## src/rtl/zbt_pkg.sv

```systemverilog
package zbt_pkg;
   typedef enum logic {
      OP_READ  = 1'b0,
      OP_WRITE = 1'b1
   } op_e;
endpackage

```

## src/rtl/zbt_burst_seq.sv

```systemverilog
module zbt_burst_seq #(
   parameter int AW = 6,
   parameter int CW = 2
) (
   input  logic [AW-1:0] base,
   input  logic [CW-1:0] beat,
   input  logic          interleave,
   output logic [AW-1:0] beat_addr
);
   logic [CW-1:0] low;

   always_comb begin
      if (interleave) low = base[CW-1:0] ^ beat;
      else            low = base[CW-1:0] + beat;
   end

   generate
      if (AW > CW) begin : g_upper
         assign beat_addr = {base[AW-1:CW], low};
      end else begin : g_flat
         assign beat_addr = low;
      end
   endgenerate
endmodule

```

## src/rtl/zbt_cmd_pipe.sv

```systemverilog
module zbt_cmd_pipe
   import zbt_pkg::*;
#(
   parameter int AW = 6,
   parameter int NB = 4,
   parameter int CW = 2
) (
   input  logic          clk,
   input  logic          rst,
   input  logic          en,
   input  logic          adv,
   input  logic          sel,
   input  logic          rd_wr,
   input  logic [NB-1:0] be_n,
   input  logic [AW-1:0] addr,
   input  logic          interleave,
   output logic          dp_valid,
   output op_e           dp_op,
   output logic [AW-1:0] dp_addr,
   output logic [NB-1:0] dp_be_n
);
   logic          busy_q;
   op_e           op_q;
   logic [AW-1:0] base_q;
   logic [CW-1:0] cnt_q;
   logic [CW-1:0] cnt_nx;
   logic [AW-1:0] next_beat;

   assign cnt_nx = cnt_q + 1'b1;

   zbt_burst_seq #(.AW(AW), .CW(CW)) u_seq (
      .base       (base_q),
      .beat       (cnt_nx),
      .interleave (interleave),
      .beat_addr  (next_beat)
   );

   always_ff @(posedge clk) begin
      if (rst) begin
         busy_q   <= 1'b0;
         op_q     <= OP_READ;
         base_q   <= '0;
         cnt_q    <= '0;
         dp_valid <= 1'b0;
         dp_op    <= OP_READ;
         dp_addr  <= '0;
         dp_be_n  <= '1;
      end else if (en) begin
         if (!adv) begin
            if (sel) begin
               busy_q   <= 1'b1;
               op_q     <= rd_wr ? OP_READ : OP_WRITE;
               base_q   <= addr;
               cnt_q    <= '0;
               dp_valid <= 1'b1;
               dp_op    <= rd_wr ? OP_READ : OP_WRITE;
               dp_addr  <= addr;
               dp_be_n  <= be_n;
            end else begin
               busy_q   <= 1'b0;
               dp_valid <= 1'b0;
            end
         end else if (busy_q) begin
            cnt_q    <= cnt_nx;
            dp_valid <= 1'b1;
            dp_op    <= op_q;
            dp_addr  <= next_beat;
            dp_be_n  <= be_n;
         end else begin
            dp_valid <= 1'b0;
         end
      end
   end

   a_r3_freeze_holds: assert property (@(posedge clk) disable iff (rst)
      !en |=> $stable(dp_valid) && $stable(dp_op) && $stable(dp_addr) && $stable(dp_be_n));

   a_r4_deselect_idle: assert property (@(posedge clk) disable iff (rst)
      en && !adv && !sel |=> !dp_valid);

   a_r9_idle_advance: assert property (@(posedge clk) disable iff (rst)
      en && adv && !busy_q |=> !dp_valid);

   a_r1_load_next_cycle: assert property (@(posedge clk) disable iff (rst)
      en && !adv && sel |=> dp_valid && dp_addr == $past(addr)
                            && (dp_op == OP_READ) == $past(rd_wr));

   a_r7_type_locked: assert property (@(posedge clk) disable iff (rst)
      en && adv && busy_q |=> dp_valid && dp_op == $past(op_q));

   a_r12_reset_empties: assert property (@(posedge clk)
      rst |=> !dp_valid && !busy_q);
endmodule

```

## config.mk

```make
export PLATFORM = sky130hd
export DESIGN_NAME = zbt_cmd_pipe
export DESIGN_NICKNAME = d
export VERILOG_FILES = /design/src/rtl/zbt_pkg.sv /design/src/rtl/zbt_burst_seq.sv /design/src/rtl/zbt_cmd_pipe.sv
export SDC_FILE = /design/constraint.sdc
export NUM_CORES = 1
export LEC_CHECK = 0
export BUFFER_PORTS_ARGS = -buffer_cell sky130_fd_sc_hd__buf_2
export CAP_MARGIN = 20
export CORE_MARGIN = 8
export CORE_UTILIZATION = 49
export DETAILED_ROUTE_END_ITERATION = 8
export GPL_TIMING_DRIVEN = 0
export PLACE_DENSITY = 0.76
export SLEW_MARGIN = 20
export SYNTH_ARGS = -nofsm -noshare
export SYNTH_HDL_FRONTEND = slang
export SYNTH_SLANG_ARGS = --single-unit
export TNS_END_PERCENT = 20
```

## constraint.sdc

```tcl
create_clock -name clk -period 2 [get_ports clk]
set_clock_uncertainty 0.1 [all_clocks]
set_input_delay 0.2 -clock clk [delete_from_list [all_inputs] [get_ports clk]]
set_output_delay 0.2 -clock clk [all_outputs]
set_load 0.05 [all_outputs]
```

==> results.json, run 1 <==
{
  "clock-sinks": 22,
  "rsz0062_at_grt": "no",
  "drt-wirelength-per-cell_um": 14.4,
  "worstPathRequired_ns": 2.13,
  "fin_crit_sh_pct": 76.6,
  "h-tree-depth": 1,
  "grt_overflow": 0,
  "reg2reg_slack_ns": 0.47,
  "fp-row-count": 16,
  "grtUsageTotal_pct": 13.0,
  "cts_setup_buffers": 0,
  "avgViaCountPerCell": 5.46,
  "post_cts_resized": 0,
  "clk_path_buf_depth": 2,
  "cts_buffers": 3,
  "reg2regPathDepth": 5,
  "status": "complete, no violations",
  "worstPathCellList": "inv_1 > ha_1 > nor2b_1 > xnor3_1 > o221ai_1",
  "ys_warn_count": 0,
  "final_antenna_net_count": 0,
  "cts_tree": "done",
  "whs_ns": 0.0300,
  "final_max_slew_viol_count": 0,
  "ys_ff_latch": 22,
  "syn_area_per_cell_um2": 9.89,
  "dieArea_um2": 3770,
  "dpl_cell_area_um2": 1180,
  "coreArea_um2": 1960,
  "path_clk_slew_ns": 0.12,
  "num_io_pins": 29,
  "place_ws_ns": 0.477,
  "power_mw": 0.885,
  "globalplace.congestion": 0.859,
  "cpMaxStageDelayCell": "dfxtp_1",
  "hold_viol": 0,
  "ctsHoldBuffers": 0,
  "p_leak_nw": 0.569,
  "diodes": 0,
  "die_h_um": 61.4,
  "cp-end-kind": "flop",
  "setup_tns_ns": 0,
  "setup_ws_ns": 0.467,
  "critPathKind": "reg2reg",
  "final.fill_count": 202,
  "seq_area_um2": 440,
  "multi_input_area_um2": 513,
  "period_needed_ns": 1.53,
  "fin_area_um2": 1210,
  "r2r-end": "dp_addr[1]",
  "drv_cap": 0,
  "hold_depth": 3,
  "slew_headroom_pct": 67.2,
  "final_common_cell": "buf_2",
  "cp_max_fo": 7,
  "start_kind": "flop",
  "fmax_mhz": 652,
  "routed_wl_um": 2300,
  "syn_area_um2": 1010,
  "most-common-layout-cells": "buf_2, dfxtp_1, mux2i_1, a21oi_1, nor2_1",
  "hold_start": "addr[4]",
  "drc": 0,
  "final_core_util_pct": 61.9,
  "ys_seq_area_share_pct": 43.7,
  "grt_pass1_vias": 836,
  "start_util_pct": 51.4,
  "cts-root-buf": "clkbuf_4",
  "drive_gt1_share_pct": 28.6,
  "power_density_nw_per_um2": 729,
  "grt_max_degree": 13,
  "hold_path_end": "base_q[4]",
  "setup_viol": 0,
  "route.vias.total": 873,
  "worstSkewPairLatency_ns": 0.31,
  "slowest_delay_ns": 0.46,
  "synth_cell_types": 29,
  "antenna_found_initial": 0,
  "hpwl_um": 1750,
  "r2r-start": "cnt_q[0]",
  "nets": 152,
  "cp.arrival_ns": 1.67,
  "dieWidth_um": 61.4,
  "area_growth_pct": 20.3,
  "tightestPinTransition_ns": 0.492,
  "first_pass_iters": 4,
  "place_inst": 156,
  "irDropWorstVdd_v": 0.000562,
  "final_cells": 160,
  "synth_nets": 120,
  "grt_first_pass_wirelength_um": 3630,
  "initialDrtViolationCount": 17,
  "synthCells": 102,
  "min-delay-path-class": "in2reg",
  "numPortBuffers": 27
}
==> cell families (layout without fill, tap and decap cells) <==
group | Yosys count | after routing | share of synthesized area [%]
AO/OA/AOI/OAI | 26 | 26 | 16.6
XOR/XNOR | 2 | 2 | 3.10
adder cells (fa/ha/maj) | 1 | 1 | 1.24
buffers and inverters | 10 | 41 | 5.46
flip-flops | 22 | 22 | 43.7
multiplexers | 14 | 14 | 14.4
AND/OR/NAND/NOR | 27 | 27 | 15.5
==> metal layers <==
metal,up-vias,global-route usage (%),share of wire (%)
met4,0,6.82,1.9
met1,415,14.9,41
met2,24,21.6,51
li1,429,-,-
met3,5,3.34,6.1
met5,-,0,0
==> synth_stat cells <==
| master | number | area share [%] |
|---|---|---|
| nand2_1 | 4 | 1.5 |
| buf_6 | 2 | 2.2 |
| xnor3_1 | 1 | 2.2 |
| a211o_1 | 4 | 3.5 |
| mux2_4 | 1 | 1.5 |
| nor2b_1 | 3 | 1.9 |
| a21oi_1 | 10 | 5.0 |
| and3_4 | 2 | 2.2 |
| dfxtp_1 | 22 | 44 |
| and3b_1 | 1 | 0.87 |
| nand3b_1 | 1 | 0.74 |
| o221ai_1 | 1 | 0.87 |
| xor2_1 | 1 | 0.87 |
| a211oi_1 | 5 | 3.7 |
| clkbuf_1 | 3 | 1.1 |
| ha_1 | 1 | 1.2 |
| o31ai_1 | 1 | 0.74 |
| or4_1 | 1 | 0.74 |
| nand2b_1 | 2 | 1.2 |
| mux2i_1 | 13 | 13 |
| inv_1 | 3 | 1.1 |
| nand3_1 | 1 | 0.50 |
| nor2_1 | 8 | 3.0 |
| and3_1 | 2 | 1.2 |
| o21ai_0 | 4 | 2.0 |
| nor3b_1 | 1 | 0.74 |
| nand4b_1 | 1 | 0.87 |
| o2111ai_1 | 1 | 0.87 |
| buf_2 | 2 | 0.99 |
==> area by class of cell <==
type / instances / share of cell area [%]
timing repair buffer: 27 / 11.1
tap: 27 / 2.78
multi-input combinational: 70 / 42.3
inverter: 3 / 0.928
sequential: 22 / 36.3
buffer: 7 / 3.61
clock buffer: 4 / 2.99
==> worst max path at each step <==
stage          startpoint    endpoint  slack [ns]  cells past startpoint
3_5_place_dp           en  dp_be_n[1]        0.48                      4
4_1_cts          cnt_q[0]  dp_addr[1]        0.45                      5
3_3_place_gp           en  dp_be_n[2]        0.51                      4
6_report         cnt_q[0]  dp_addr[1]        0.47                      5
2_1_floorplan    cnt_q[0]  dp_addr[1]        0.60                      5
5_1_grt          cnt_q[0]  dp_addr[1]        0.37                      5
==> state kept, by name (all words and copies together), names as in the netlist <==
name / count
base_q: 6
dp_addr: 6
dp_be_n: 4
cnt_q: 2
busy_q: 1
dp_op: 1
dp_valid: 1
op_q: 1
==> power by group <==
part	internal, mW	switching (mW)
clock	0.111	0.135
sequential	0.458	0.0108
combinational	0.0602	0.109
==> critical path, delay by kind of cell (launching register included) <==
| family | cells | cell delay (ns) |
|---|---|---|
| AO/OA/AOI/OAI | 1 | 0.20 |
| XOR/XNOR | 1 | 0.32 |
| adder cells (fa/ha/maj) | 1 | 0.17 |
| buffers and inverters | 1 | 0.07 |
| flip-flops | 1 | 0.46 |
| AND/OR/NAND/NOR | 1 | 0.13 |
Power figures use the tool's default switching activity.
==> inputs of run 2 (changes only) <==
==> constraint.sdc (replaced) <==
create_clock -name clk -period 1.5 [get_ports clk]
set_clock_uncertainty 0.1 [all_clocks]
set_input_delay 0.15 -clock clk [delete_from_list [all_inputs] [get_ports clk]]
set_output_delay 0.15 -clock clk [all_outputs]
set_load 0.05 [all_outputs]
==> run 2 against run 1 <==
Effect of this change:
- the flow now finishes with violations (hold timing)
- routed wire length grew 2.8%
- design area grew 5.4%
- critical path type unchanged
- sequential share of layout area shrank 1.5 points
- fmax grew 8.0%
- setup slack lost 0.39 ns
- global-route usage grew 0.38 points
- via count grew 3.2%
==> results.json, run 2 (synthesized netlist as in run 1, its figures left out) <==
{
  "status": "finished, violations left",
  "violations": "hold timing",
  "hold_start": "addr[5]",
  "r2r-start": "cnt_q[0]",
  "antenna_found_initial": 0,
  "hpwl_um": 1750,
  "slowest_delay_ns": 0.40,
  "place_ws_ns": -0.0232,
  "reg2regPathDepth": 5,
  "cpMaxStageDelayCell": "dfxtp_4",
  "area_growth_pct": 26.8,
  "critPathKind": "reg2reg",
  "start_util_pct": 51.4,
  "fp-row-count": 16,
  "tightestPinTransition_ns": 0.483,
  "cp_num_buf_inv": 1,
  "path_delay_family": "flip-flops",
  "drc": 0,
  "worstPathRequired_ns": 1.64,
  "cts-root-buf": "clkbuf_4",
  "avgViaCountPerCell": 5.43,
  "globalplace.congestion": 0.859,
  "hold_path_end": "base_q[5]",
  "cp.arrival_ns": 1.55,
  "power_mw": 1.19,
  "setup_viol": 0,
  "min-delay-path-class": "in2reg",
  "final_antenna_net_count": 0,
  "reg2reg_slack_ns": 0.08,
  "fin_crit_sh_pct": 94.6,
  "drt-wirelength-per-cell_um": 14.2,
  "initialDrtViolationCount": 22,
  "h-tree-depth": 1,
  "clock-sinks": 22,
  "first_pass_iters": 4,
  "dieArea_um2": 3770,
  "irDropWorstVdd_v": 0.000751,
  "rsz0062_at_grt": "no",
  "coreArea_um2": 1960,
  "cp_max_fo": 7,
  "p_leak_nw": 0.596,
  "worstSkewPairLatency_ns": 0.31,
  "whs_ns": -0.00842,
  "drv_cap": 0,
  "fmax_mhz": 705,
  "setup_tns_ns": 0,
  "path_clk_slew_ns": 0.12,
  "power_density_nw_per_um2": 931,
  "final_core_util_pct": 65.2,
  "cts_buffers": 3,
  "routed_wl_um": 2360,
  "r2r-end": "dp_addr[1]",
  "dieWidth_um": 61.4,
  "start_kind": "flop",
  "dpl_cell_area_um2": 1180,
  "grt_first_pass_wirelength_um": 3760,
  "hold_viol": 1,
  "setup_ws_ns": 0.0812,
  "multi_input_area_um2": 513,
  "slew_headroom_pct": 67.8,
  "fin_area_um2": 1280,
  "grt_max_degree": 13,
  "route.vias.total": 901,
  "hold_depth": 3,
  "grt_pass1_vias": 874,
  "period_needed_ns": 1.42,
  "numPortBuffers": 27,
  "most-common-layout-cells": "buf_2, dfxtp_1, mux2i_1, a21oi_1, nor2_1",
  "nets": 158,
  "cp-end-kind": "flop",
  "grtUsageTotal_pct": 13.4,
  "worstPathCellList": "inv_1 > ha_1 > nor2b_1 > xnor3_1 > o221ai_1",
  "num_io_pins": 29,
  "largestRegisters": "base_q: 6 flops, dp_addr: 6 flops, dp_be_n: 4 flops",
  "final_common_cell": "buf_2",
  "final_max_slew_viol_count": 0,
  "final.fill_count": 194,
  "die_h_um": 61.4,
  "seq_area_um2": 445,
  "grt_overflow": 0,
  "drive_gt1_share_pct": 28.8,
  "cts_tree": "done",
  "diodes": 0,
  "clk_path_buf_depth": 2
}
## run 2: stage by stage
step           instances  hold slack, ns
2_1_floorplan        102           0.144
3_3_place_gp         156           0.297
3_5_place_dp         156           0.308
4_1_cts              166        0.000228
5_1_grt              166          0.0349
6_report             166        -0.00842
## run 2: what timing repair did
item	in CTS	in global routing
gates resized for setup	1	2
pin swaps	0	1
setup buffers	0	0
endpoints found under the hold margin	6	0
hold buffers	6	0
gates cloned	0	0
setup endpoints to repair	1	2
## run 2: power by group
group          switching, mW  internal [mW]
sequential            0.0146          0.610
combinational          0.148         0.0905
clock                  0.179          0.148
total                  0.341          0.849
## run 2: worst register-to-register path: cells and delay by family, from the launching register on
| kind | cells | cell delay, ns |
|---|---|---|
| flip-flops | 1 | 0.40 |
| XOR/XNOR | 1 | 0.32 |
| AO/OA/AOI/OAI | 1 | 0.18 |
| adder cells (fa/ha/maj) | 1 | 0.16 |
| AND/OR/NAND/NOR | 1 | 0.13 |
| buffers and inverters | 1 | 0.05 |
## run 2: worst max path at each step
stage	start	cells past startpoint	slack, ns	to
floorplan	cnt_q[0]	5	0.10	dp_addr[1]
global placement	cnt_q[0]	5	0.02	dp_addr[1]
detailed placement	cnt_q[0]	5	-0.02	dp_addr[1]
CTS	cnt_q[0]	5	0.03	dp_addr[1]
global route	cnt_q[0]	5	0.01	dp_addr[1]
finish	cnt_q[0]	5	0.08	dp_addr[1]
## run 2: cell type report
cell class,count,share of cell area (%)
inverters,3,0.881
multi-input cells,70,40.1
plain buffers,7,3.42
repair buffers,33,15.3
well taps,27,2.64
flip-flops and latches,22,34.8
clock buffers,4,2.84
## run 2: routing by layer
layer	GRT usage, %	share of wire (%)	vias to the layer above
li1	-	-	441
met1	15.0	39	434
met2	22.5	53	21
met3	3.76	6.1	5
met4	6.82	1.9	0
met5	0	0	-
==> inputs of run 3 (changes only) <==
--- a/config.mk
+++ b/config.mk
@@ -7,11 +7,13 @@
 export LEC_CHECK = 0
 export BUFFER_PORTS_ARGS = -buffer_cell sky130_fd_sc_hd__buf_2
 export CAP_MARGIN = 20
+export CELL_PAD_IN_SITES_DETAIL_PLACEMENT = 1
+export CELL_PAD_IN_SITES_GLOBAL_PLACEMENT = 2
 export CORE_MARGIN = 8
-export CORE_UTILIZATION = 49
+export CORE_UTILIZATION = 30
 export DETAILED_ROUTE_END_ITERATION = 8
 export GPL_TIMING_DRIVEN = 0
-export PLACE_DENSITY = 0.76
+export PLACE_DENSITY = 0.77
 export SLEW_MARGIN = 20
 export SYNTH_ARGS = -nofsm -noshare
 export SYNTH_HDL_FRONTEND = slang
==> run 3 against run 2 <==
Effect of this change:
- the run now ends clean
- count of clock-buffer cells in the layout is 1 lower
- critical path type unchanged
- routed wire length up 14%
- combinational power up 3%
- total power down 3.2%
- global-route usage down 3.1 points
==> results.json, run 3 (synthesized netlist as in run 1, its figures left out) <==
{
  "grtUsageTotal_pct": 10.3,
  "cp.arrival_ns": 1.52,
  "first_pass_iters": 3,
  "r2r-end": "dp_be_n[1]",
  "setup_viol": 0,
  "p_int_mw": 0.798,
  "final_common_cell": "buf_2",
  "final_cells": 185,
  "fin_area_um2": 1310,
  "place_inst": 175,
  "pwr-share-clk_pct": 24.5,
  "grt_max_degree": 12,
  "initialDrtViolationCount": 48,
  "tightestPinTransition_ns": 0.526,
  "cts-root-buf": "clkbuf_4",
  "period_needed_ns": 1.40,
  "cp_max_fo": 10,
  "grt_pass1_vias": 980,
  "cts_buffers": 3,
  "route.vias.total": 890,
  "coreArea_um2": 3280,
  "hold_path_end": "op_q",
  "avgViaCountPerCell": 4.81,
  "fin_crit_sh_pct": 93.6,
  "power_switching_mw": 0.354,
  "most-common-layout-cells": "buf_2, dfxtp_1, mux2i_1, a21oi_1, nor2_1",
  "p_sw_share_pct": 30.8,
  "drv_cap": 0,
  "grt_overflow": 0,
  "globalplace.congestion": 0.728,
  "largestRegisters": "base_q: 6 flops, dp_addr: 6 flops, dp_be_n: 4 flops",
  "p_leak_nw": 0.594,
  "h-tree-depth": 1,
  "numPortBuffers": 27,
  "start_util_pct": 30.7,
  "cp-end-kind": "flop",
  "drive_gt1_share_pct": 28.8,
  "fp-row-count": 21,
  "reg2regPathDepth": 4,
  "place_ws_ns": -0.0508,
  "power_mw": 1.15,
  "irDropWorstVdd_v": 0.000325,
  "setup_ws_ns": 0.0965,
  "worstSkewPairLatency_ns": 0.31,
  "hold_viol": 0,
  "min-delay-path-class": "in2reg",
  "fmax_mhz": 713,
  "cts_tree": "done",
  "rsz0062_at_grt": "no",
  "hold_start": "rd_wr",
  "cts_setup_buffers": 0,
  "dpl_cell_area_um2": 1200,
  "worstPathRequired_ns": 1.62,
  "critPathKind": "reg2reg",
  "dieWidth_um": 74.0,
  "final_max_slew_viol_count": 0,
  "drc": 0,
  "routed_wl_um": 2690,
  "grt_first_pass_wirelength_um": 4370,
  "diodes": 0,
  "r2r-start": "busy_q",
  "dieArea_um2": 5470,
  "nets": 159,
  "setup_tns_ns": 0,
  "die_h_um": 74.0,
  "hold_depth": 4,
  "sequentialPowerShare_pct": 54.3,
  "antenna_found_initial": 0,
  "clock-sinks": 22,
  "hpwl_um": 1970,
  "whs_ns": 0.0459,
  "start_kind": "flop",
  "final_core_util_pct": 39.7,
  "power_density_nw_per_um2": 883,
  "slew_headroom_pct": 65.0,
  "num_io_pins": 29,
  "reg2reg_slack_ns": 0.1,
  "drt-wirelength-per-cell_um": 14.5,
  "status": "complete, no violations",
  "combPwrFrac_pct": 21.3,
  "clk_path_buf_depth": 2,
  "area_growth_pct": 29.4,
  "final_antenna_net_count": 0,
  "path_clk_slew_ns": 0.13
}
## run 3: cell types whose count changed in the layout (fill, tap and decap cells not counted), sizes merged
cell,before,now
clkbuf,7,6
dlygate4sd3,6,7
## run 3: worst max-delay path, stage by stage (launching register included)
cell     delay, ns
dfxtp_2       0.36
mux2_4        0.28
buf_6         0.14
and3_4        0.17
a211o_1       0.26
## run 3: layout make-up
| class | count | area, µm² |
|---|---|---|
| plain buffers | 7 | 43.8 |
| clock buffers | 3 | 22.5 |
| fillers | 385 | 1980 |
| inverters | 3 | 11.3 |
| multi-input cells | 70 | 519 |
| flip-flops and latches | 22 | 445 |
| well taps | 46 | 57.6 |
| repair buffers | 34 | 205 |
## run 3: repair_timing
action	in CTS	in global routing
pin swaps	0	2
setup endpoints to repair	1	5
hold buffers	7	0
resized for setup	1	3
hold endpoints to repair	7	0
## run 3: power by group through the flow
stage                     combinational [mW]  clock, mW  sequential, mW
after global placement                 0.229          0           0.638
after detailed placement               0.231          0           0.639
after floorplan                       0.0976          0           0.701
final                                  0.245      0.282           0.625
after CTS                              0.246      0.291           0.627
after global routing                   0.265      0.305           0.629
## run 3: how the worst max path moves through the flow
| stage | startpoint | to | slack, ns | cells after the start |
|---|---|---|---|---|
| after floorplan | cnt_q[0] | dp_addr[1] | 0.10 | 5 |
| after global placement | en | dp_be_n[2] | 0.002 | 4 |
| after detailed placement | cnt_q[0] | dp_addr[1] | -0.05 | 5 |
| after CTS | cnt_q[0] | dp_addr[1] | 0.007 | 5 |
| after global routing | busy_q | dp_be_n[0] | 0.03 | 4 |
| final | busy_q | dp_be_n[1] | 0.1 | 4 |
## run 3: routing by layer
layer | up-vias | GRT usage, % | share of wire (%) | routed length (µm)
met5 | - | 0 | 0 | 0
met2 | 15 | 18.0 | 50 | 1360
li1 | 441 | - | - | -
met1 | 429 | 11.5 | 44 | 1180
met3 | 5 | 2.16 | 3.6 | 96
met4 | 0 | 5.32 | 2.0 | 53
